===== src/rtl/sio_cfg_pkg.sv =====
package sio_cfg_pkg;

   localparam int unsigned ENTRY_W = 8;

   // Contents an entry takes on reset; unlisted entries clear to zero
   function automatic logic [ENTRY_W-1:0] entry_reset(input logic [ENTRY_W-1:0] idx);
      case (idx)
         8'hE0:   return 8'h3C;
         8'hE2:   return 8'h03;
         8'hE3:   return 8'hFC;
         8'hE6:   return 8'hDE;
         8'hE7:   return 8'hFE;
         8'hE8:   return 8'hBE;
         default: return 8'h00;
      endcase
   endfunction

endpackage


===== src/rtl/sio_cfg_decode.sv =====
module sio_cfg_decode #(
   parameter int unsigned ADDR_W  = 8,
   parameter int unsigned IDX_OFS = 'hF0,
   parameter int unsigned DAT_OFS = 'hF1
) (
   input  logic              en,
   input  logic [ADDR_W-1:0] addr,
   input  logic              wr,
   input  logic              rd,
   output logic              idx_wr,
   output logic              dat_wr,
   output logic              idx_rd,
   output logic              dat_rd
);
   localparam logic [ADDR_W-1:0] A_IDX = ADDR_W'(IDX_OFS);
   localparam logic [ADDR_W-1:0] A_DAT = ADDR_W'(DAT_OFS);

   logic hit_idx, hit_dat;

   always_comb begin
      hit_idx = en && (addr == A_IDX);
      hit_dat = en && (addr == A_DAT);
      idx_wr  = hit_idx && wr;
      dat_wr  = hit_dat && wr;
      idx_rd  = hit_idx && rd;
      dat_rd  = hit_dat && rd;
   end
endmodule


===== src/rtl/sio_cfg_array.sv =====
module sio_cfg_array #(
   parameter int unsigned DATA_W    = 8,
   parameter int unsigned WIN_BASE  = 'hE0,
   parameter int unsigned WIN_DEPTH = 32,
   parameter logic [WIN_DEPTH-1:0] RO_MASK = 32'hEEA8_3E30
) (
   input  logic              clk,
   input  logic              rst_n,
   input  logic              wr_en,
   input  logic [DATA_W-1:0] wr_idx,
   input  logic [DATA_W-1:0] wr_data,
   input  logic [DATA_W-1:0] rd_idx,
   output logic [DATA_W-1:0] rd_data
);
   localparam int unsigned OFS_W = (WIN_DEPTH > 1) ? $clog2(WIN_DEPTH) : 1;
   localparam logic [DATA_W:0] WIN_LO = (DATA_W+1)'(WIN_BASE);
   localparam logic [DATA_W:0] WIN_HI = (DATA_W+1)'(WIN_BASE + WIN_DEPTH);

   logic [DATA_W-1:0] ent [WIN_DEPTH];
   logic              wr_hit, rd_hit;
   logic [OFS_W-1:0]  wr_ofs, rd_ofs;
   logic [DATA_W-1:0] wr_rel, rd_rel;

   always_comb begin
      wr_hit = ({1'b0, wr_idx} >= WIN_LO) && ({1'b0, wr_idx} < WIN_HI);
      rd_hit = ({1'b0, rd_idx} >= WIN_LO) && ({1'b0, rd_idx} < WIN_HI);
      wr_rel = wr_idx - DATA_W'(WIN_BASE);
      rd_rel = rd_idx - DATA_W'(WIN_BASE);
      wr_ofs = wr_rel[OFS_W-1:0];
      rd_ofs = rd_rel[OFS_W-1:0];
   end

   for (genvar g = 0; g < WIN_DEPTH; g++) begin : g_ent
      localparam logic [7:0] MY_IDX = 8'(WIN_BASE + g);
      localparam logic [DATA_W-1:0] RST_VAL = DATA_W'(sio_cfg_pkg::entry_reset(MY_IDX));
      if (RO_MASK[g]) begin : g_fixed
         assign ent[g] = RST_VAL;
      end else begin : g_store
         logic [DATA_W-1:0] val;
         always_ff @(posedge clk) begin
            if (!rst_n)
               val <= RST_VAL;
            else if (wr_en && wr_hit && (wr_ofs == OFS_W'(g)))
               val <= wr_data;
         end
         assign ent[g] = val;
      end
   end

   always_comb rd_data = rd_hit ? ent[rd_ofs] : '0;
endmodule


===== src/rtl/sio_cfg_watch.sv =====
module sio_cfg_watch #(
   parameter int unsigned DATA_W    = 8,
   parameter int unsigned WATCH_IDX = 'hE7,
   parameter int unsigned GOOD_VAL  = 'hFE
) (
   input  logic              clk,
   input  logic              rst_n,
   input  logic              wr_en,
   input  logic [DATA_W-1:0] idx,
   input  logic [DATA_W-1:0] data,
   output logic              bad
);
   localparam logic [DATA_W-1:0] W_IDX = DATA_W'(WATCH_IDX);
   localparam logic [DATA_W-1:0] W_OK  = DATA_W'(GOOD_VAL);

   always_ff @(posedge clk) begin
      if (!rst_n)
         bad <= 1'b0;
      else if (wr_en && (idx == W_IDX) && (data != W_OK))
         bad <= 1'b1;
   end
endmodule


===== src/rtl/sio_cfg_port.sv =====
module sio_cfg_port #(
   parameter int unsigned ADDR_W    = 8,
   parameter int unsigned DATA_W    = 8,
   parameter int unsigned IDX_OFS   = 'hF0,
   parameter int unsigned DAT_OFS   = 'hF1,
   parameter int unsigned WIN_BASE  = 'hE0,
   parameter int unsigned WIN_DEPTH = 32,
   parameter logic [WIN_DEPTH-1:0] RO_MASK = 32'hEEA8_3E30,
   parameter int unsigned SER1_IDX  = 'hE7,
   parameter int unsigned SER1_OK   = 'hFE,
   parameter int unsigned SER2_IDX  = 'hE8,
   parameter int unsigned SER2_OK   = 'hBE
) (
   input  logic              clk,
   input  logic              rst_n,
   input  logic              decode_en,
   input  logic [ADDR_W-1:0] io_addr,
   input  logic              io_wr,
   input  logic              io_rd,
   input  logic [DATA_W-1:0] io_wdata,
   output logic [DATA_W-1:0] io_rdata,
   output logic              io_rvalid,
   output logic              ser1_base_bad,
   output logic              ser2_base_bad
);
   initial begin
      assert (DATA_W == sio_cfg_pkg::ENTRY_W) else $error("DATA_W must match entry width");
      assert (IDX_OFS != DAT_OFS) else $error("index and data offsets collide");
      assert ((WIN_DEPTH & (WIN_DEPTH - 1)) == 0) else $error("WIN_DEPTH not a power of two");
      assert (WIN_BASE + WIN_DEPTH <= (1 << DATA_W)) else $error("window exceeds index space");
      assert (IDX_OFS < (1 << ADDR_W) && DAT_OFS < (1 << ADDR_W)) else $error("offset too wide");
   end

   logic              idx_wr, dat_wr, idx_rd, dat_rd;
   logic [DATA_W-1:0] idx_q;
   logic [DATA_W-1:0] arr_rd;
   logic [DATA_W-1:0] rd_mux;

   sio_cfg_decode #(
      .ADDR_W(ADDR_W), .IDX_OFS(IDX_OFS), .DAT_OFS(DAT_OFS)
   ) u_dec (
      .en(decode_en), .addr(io_addr), .wr(io_wr), .rd(io_rd),
      .idx_wr(idx_wr), .dat_wr(dat_wr), .idx_rd(idx_rd), .dat_rd(dat_rd)
   );

   always_ff @(posedge clk) begin
      if (!rst_n)
         idx_q <= '0;
      else if (idx_wr)
         idx_q <= io_wdata;
   end

   sio_cfg_array #(
      .DATA_W(DATA_W), .WIN_BASE(WIN_BASE), .WIN_DEPTH(WIN_DEPTH), .RO_MASK(RO_MASK)
   ) u_arr (
      .clk(clk), .rst_n(rst_n), .wr_en(dat_wr), .wr_idx(idx_q),
      .wr_data(io_wdata), .rd_idx(idx_q), .rd_data(arr_rd)
   );

   sio_cfg_watch #(
      .DATA_W(DATA_W), .WATCH_IDX(SER1_IDX), .GOOD_VAL(SER1_OK)
   ) u_watch1 (
      .clk(clk), .rst_n(rst_n), .wr_en(dat_wr), .idx(idx_q),
      .data(io_wdata), .bad(ser1_base_bad)
   );

   sio_cfg_watch #(
      .DATA_W(DATA_W), .WATCH_IDX(SER2_IDX), .GOOD_VAL(SER2_OK)
   ) u_watch2 (
      .clk(clk), .rst_n(rst_n), .wr_en(dat_wr), .idx(idx_q),
      .data(io_wdata), .bad(ser2_base_bad)
   );

   always_comb rd_mux = idx_rd ? idx_q : arr_rd;

   always_ff @(posedge clk) begin
      if (!rst_n) begin
         io_rvalid <= 1'b0;
         io_rdata  <= '0;
      end else begin
         io_rvalid <= idx_rd || dat_rd;
         io_rdata  <= (idx_rd || dat_rd) ? rd_mux : '0;
      end
   end
endmodule


===== config.mk =====
export PLATFORM = sky130hd
export DESIGN_NAME = sio_cfg_port
export DESIGN_NICKNAME = d
export VERILOG_FILES = /design/src/rtl/sio_cfg_pkg.sv /design/src/rtl/sio_cfg_decode.sv /design/src/rtl/sio_cfg_array.sv /design/src/rtl/sio_cfg_watch.sv /design/src/rtl/sio_cfg_port.sv
export SDC_FILE = /design/constraint.sdc
export NUM_CORES = 1
export LEC_CHECK = 0
export ABC_AREA = 1
export BUFFER_PORTS_ARGS = -buffer_cell sky130_fd_sc_hd__buf_4
export CAP_MARGIN = 5
export CORE_MARGIN = 2
export CORE_UTILIZATION = 30
export CTS_BUF_LIST = sky130_fd_sc_hd__clkbuf_8
export CTS_CLUSTER_DIAMETER = 200
export CTS_CLUSTER_SIZE = 20
export DETAILED_ROUTE_END_ITERATION = 8
export SLEW_MARGIN = 20
export SYNTH_ARGS = -nofsm -noshare
export SYNTH_HDL_FRONTEND = slang
export SYNTH_HIERARCHICAL = 1
export SYNTH_SLANG_ARGS = --single-unit

===== constraint.sdc =====
create_clock -name clk -period 5.1 [get_ports clk]
set_input_delay 0.51 -clock clk [delete_from_list [all_inputs] [get_ports clk]]
set_output_delay 0.51 -clock clk [all_outputs]
set_load 0.02 [all_outputs]

# After elaboration in Yosys (flattened, before gate mapping)
# Cells that the tools add are included.
[word_totals]
input_bits = 21
regBits = 147
output_inout_bits = 11
elab_cells = 81
[op_classes]
n_reduce_logical = 30
bitwise_logic = 1
mux = 5
add_sub_neg = 1
magnitude_cmp = 2
eq_ne = 21
[op_table]
columns = ["operator", "count"]
rows = [
  ["$bmux 8 s5", 1],
  ["$eq 5x5->1 const B", 7],
  ["$eq 8x8->1 const B", 4],
  ["$mux 8", 4],
  ["$logic_and 1x1->1", 27],
  ["$ne 8x8->1 const B", 2],
  ["$eq 5x4->1 const B", 3],
  ["$eq 5x2->1 const B", 2],
  ["$eq 5x3->1 const B", 2],
  ["$ge 8x8->1 const B", 1],
  ["$ge 6x6->1 const B", 1],
  ["$not 5->6", 1],
  ["$eq 5x1->1 const B", 1],
  ["$logic_not 5->1", 1],
  ["$sub 5x1->5 const B", 1],
  ["$reduce_and 2->1", 1],
  ["$logic_or 1x1->1", 1],
]

# Longest topological paths before layout
[depth]
ltp_word = 7
ltp_mapped = 14
depth_no_buf = 13

# Cells and area by module
# Netlist, hierarchy kept.
[modules_own_cells]
columns = ["module", "seq_area_each_um2", "area_per_inst_um2", "cells_per_inst", "instances"]
rows = [
  ["sio_cfg_array", 2562.5, 5918.2, 849, 1],
  ["sio_cfg_port", 340.3, 640.6, 87, 1],
  ["sio_cfg_watch at u_watch1", 20.0, 122.6, 23, 1],
  ["sio_cfg_watch at u_watch2", 20.0, 111.4, 23, 1],
  ["sio_cfg_decode", 0.0, 78.8, 17, 1],
]

# Worst setup path before layout
# Ideal clock, no wire load.
[synth_timing]
path_type = "input to register"
start = "input io_addr[1]"
end = "register u_arr.g_ent[17].g_store.val[6]"
slack_ns = 3.057
setup_ns = 0.119
path_stages = 14
arrival_time_ns = 1.924
path_cell_list = "inv_1 nand2_1 nor2_1 nand3_1 nor2_1 nand2_1 nor2_4 nand2_1 inv_1 buf_4 nand2_2 buf_6 o21ai_0 a21oi_1"
[synth_via]
elab_chain_len = 5
[synth_rtl]
columns = ["element", "line_no", "rtl"]
rows = [
  ["from (decl)", "sio_cfg_port.sv:17", "input logic [ADDR_W-1:0] io_addr,"],
  ["$eq 8x8->1", "sio_cfg_decode.sv:22", "hit_dat = en && (addr == A_DAT);"],
  ["$logic_and 1x1->1", "sio_cfg_decode.sv:22", ""],
  ["$logic_and 1x1->1", "sio_cfg_decode.sv:24", "dat_wr = hit_dat && wr;"],
  ["via dat_wr", "sio_cfg_port.sv:34", "logic idx_wr, dat_wr, idx_rd, dat_rd;"],
  ["$logic_and 1x1->1 (2 in a row)", "sio_cfg_array.sv:43", "else if (wr_en && wr_hit && (wr_ofs == OFS_W'(g)))"],
  ["to (signal assigned)", "sio_cfg_array.sv:44", "val <= wr_data;"],
  ["to (decl)", "sio_cfg_array.sv:39", "logic [DATA_W-1:0] val;"],
]
# The timed path passes the listed nets, and every way through them passes these cells.
# A chain may end at the register's enable or synchronous reset.

# Final worst setup path
[layout_timing]
start = "register idx_q[1]"
end = "register io_rdata[6]"
[layout_via]
elab_chain_len = 7
elab_cells_between_ends = 8
[layout_rtl]
columns = ["element", "line_no", "rtl"]
rows = [
  ["from (decl)", "sio_cfg_port.sv:35", "logic [DATA_W-1:0] idx_q;"],
  ["from (signal assigned)", "sio_cfg_port.sv:50", "idx_q <= io_wdata;"],
  ["$sub 5x1->5", "sio_cfg_array.sv:28", "rd_rel = rd_idx - DATA_W'(WIN_BASE);"],
  ["$not 5->6 (implied by the code)", "sio_cfg_array.sv:50", "always_comb rd_data = rd_hit ? ent[rd_ofs] : '0;"],
  ["$bmux 8 s5", "sio_cfg_array.sv:50", ""],
  ["$mux 8 (implied by the code) (2 in a row)", "sio_cfg_array.sv:50", ""],
  ["$mux 8 *", "sio_cfg_array.sv:50", ""],
  ["via arr_rd[6]", "sio_cfg_port.sv:36", "logic [DATA_W-1:0] arr_rd;"],
  ["$mux 8 *", "sio_cfg_port.sv:74", "always_comb rd_mux = idx_rd ? idx_q : arr_rd;"],
  ["to (signal assigned)", "sio_cfg_port.sv:82", "io_rdata <= (idx_rd || dat_rd) ? rd_mux : '0;"],
  ["to (decl)", "sio_cfg_port.sv:21", "output logic [DATA_W-1:0] io_rdata,"],
]
# Mark *: on every way through the listed nets, which the timed path passes. The rest lies on a longest branch. The select of a mux whose other input is x is not followed.

==> qor.yml <==
run_status:
  status: "finished, final reports clean"
cts:
  cts_tree: "yes"
  hold_buffers: 0
  path_clk_slew_ns: 0.08
  insertion_delay_ns: 0.46
  cts.path.max_buffers: 2
  cts-root-buf: "clkbuf_8"
  cts.sinks: 147
  htreeDepth: 4
  cts_buffers: 17
  post_cts_buffers: 0
  post_cts_resized: 0
hold_path:
  min_path_cells: 3
  hp-start: "io_wdata[0]"
  hold_end: "idx_q[0]$_SDFFE_PN0P_"
  hp-class: "primary input to register"
cells_and_area:
  syn_to_final_growth_pct: 11.1
  drive_gt1_share_pct: 10.3
  fill_cells: 2419
  fin_util_pct: 33.8
  n_antenna_cell: 0
  layout.nets: 1024
synth:
  synth_edf_count: 0
  yosysUniqueCellTypes: 26
  synthFlopType: "dfxtp_1"
  synth_cells: 999
  synth_commonest_cells: "nand2_1 (234), dfxtp_1 (147), a21oi_1 (131)"
  yosysTopAreaCellShare_pct: 42.8
  yosysSeqAreaShare_pct: 42.8
  synth_most_common_cell: "nand2_1"
  synth_area_per_cell_sq_um: 6.88
  syn_nets: 1020
  netlist_area_sq_um: 6870
  yosys_warnings: 6
  async_flop_share_pct: 0
  ys_top_cells_by_area: "dfxtp_1 (43%), nand2_1 (13%), a21oi_1 (9.5%)"
  synth_seq_cells: 147
  synth_area_leader_cell: "dfxtp_1"
route:
  via_count: 6422
  dr.pass1.iters: 5
  drt_iter0_markers: 639
  routed_wirelength_mm: 20.1
  ant_nets: 0
  drt-wirelength-per-cell_microns: 15.4
  drc: 0
  vias_per_cell: 4.94
worst_setup_path:
  cp.arrival_ns: 2.87
  worst_ep_required_time_ns: 5.51
  worstReg2RegStart: "idx_q[1]$_SDFFE_PN0P_"
  rrSetupSlack_ns: 2.65
  regToRegEndpoint: "io_rdata[6]$_SDFF_PN0_"
  critical_path.endpoint_type: "register"
  worstSetupStartpointType: "register"
  r2r_cells: 12
  crit_type: "register to register"
  worstPathMaxFanout: 17
die:
  coreArea_sq_um: 22600
  die_w_microns: 155
  die_y_microns: 155
  dieArea_sq_um: 24100
  row_count: 55
  initial_core_util_pct: 30.4
  io_pins: 32
timing:
  timing.fmax_mhz: 408
  finalHoldViolations: 0
  fin_crit_ns: 2.45
  relSlewSlack_pct: 41.9
  skew_ns: 0.0103
  period_share_pct: 48.1
  rsz0062_at_grt: "false"
  drv_slew: 0
  setup_tns_ns: 0
  worstMarginPinSlew_ns: 0.871
  finalSetupViolCount: 0
power:
  switching_share_pct: 24.0
  irDropWorstVdd_mv: 0.166
  power_frac_seq_pct: 53.0
  p_int_w: 0.00164
  power_density_nw_per_um2: 283
  combPwrFrac_pct: 3.7
  total_power_w: 0.00216
  power_frac_clock_pct: 43.3
  p_switching_w: 0.000519
  total_leakage_power_nw: 3.22
global_route:
  grt_pass1_vias: 5816
  grtUsageTotal_pct: 16.9
  grt_max_degree: 79
  grt_overflow: 0
  antenna_found_initial: 0
  grt_pass1_wl_mm: 31.6
placed_design:
  io_buffers: 31
  routabilityCongestion: 0.870
  place_hpwl_mm: 12.5
flow_run:
  maxCapViolations: 0
layout by cell type, fill, tap and decap left out, drive strengths merged, types with 8 or more instances in the layout:
cell type  count
nand3         64
a21oi        133
buf           36
clkinv        10
nor2          88
clkbuf        17
o211ai        29
o21ai        115
or2            8
inv          119
dfxtp        147
nand2        236
state kept, by name, indices dropped and copies added, names as in the netlist:
| register | count |
|---|---|
| u_watch2/bad | 1 |
| io_rdata | 8 |
| idx_q | 8 |
| u_watch1/bad | 1 |
| u_arr/g_ent.g_store.val | 128 |
| io_rvalid | 1 |
metrics by stage:
stage / worst slack (ns) / cells / hold WS [ns] / area, sq um
detailed placement: 2.49 / 1269 / 0.437 / 7240
floorplan: 3.06 / 999 / 0.424 / 6870
global placement: 2.58 / 1269 / 0.432 / 7240
global route: 2.43 / 1301 / 0.418 / 7630
finish: 2.65 / 1301 / 0.426 / 7630
CTS: 2.65 / 1301 / 0.401 / 7630
worst max-delay path: stages (launching register included):
cell     delay [ns]
dfxtp_1        0.61
inv_2          0.28
nor2_2         0.57
nand2_1        0.13
nand3_1        0.14
nand3_1        0.12
nand2_1        0.11
nand2_1        0.06
nor2_1         0.14
nand2_1        0.08
nand2_1        0.06
nand2_1        0.05
inv_1          0.05
worst max-delay path by stage:
| stage | start | to | slack, ns | depth (start not counted) |
|---|---|---|---|---|
| final | idx_q[1]$_SDFFE_PN0P_ | io_rdata[6]$_SDFF_PN0_ | 2.65 | 12 |
| after global routing | idx_q[1]$_SDFFE_PN0P_ | io_rdata[1]$_SDFF_PN0_ | 2.43 | 12 |
| after CTS | idx_q[1]$_SDFFE_PN0P_ | io_rdata[2]$_SDFF_PN0_ | 2.65 | 12 |
| after detailed placement | io_addr[1] | u_arr/g_ent[17].g_store.val[4]$_SDFFE_PN0P_ | 2.49 | 13 |
| after global placement | io_addr[1] | u_arr/g_ent[17].g_store.val[7]$_SDFFE_PN0P_ | 2.58 | 13 |
| after floorplan | io_addr[1] | u_arr/g_ent[17].g_store.val[6]$_SDFFE_PN0P_ | 3.06 | 14 |
cell type report:
cell class                 count  area (sq um)  share of cell area [%]
clock buffer                  17           234                    3.06
multi-input combinational    680          3210                    42.1
tap                          285           357                    4.67
clock inverter                15           165                    2.16
timing repair buffer          36           270                    3.54
inverter                     121           454                    5.95
sequential                   147          2940                    38.6
cells by family after synthesis:
| family | count (synthesis) | share of synthesized area, % |
|---|---|---|
| simple gates | 403 | 25.4 |
| buf+inv | 172 | 10.5 |
| flops | 147 | 42.8 |
| compound gates | 277 | 21.3 |
per-layer routing:
layer	wire length (microns)	GRT usage [%]
met1	9290	22.5
met3	1090	3.98
met4	350	4.98
met5	0	0
met2	9320	27.4
power by group through the flow:
stage | Combinational [W] | Sequential (W) | Clock [W]
2_1_floorplan | 0.0000357 | 0.00117 | 0
6_report | 0.0000808 | 0.00115 | 0.000936
5_1_grt | 0.0000872 | 0.00115 | 0.00101
3_5_place_dp | 0.0000795 | 0.00117 | 0
3_3_place_gp | 0.0000796 | 0.00117 | 0
4_1_cts | 0.0000797 | 0.00115 | 0.000958
Note: power is estimated with default switching activity, not from simulation.
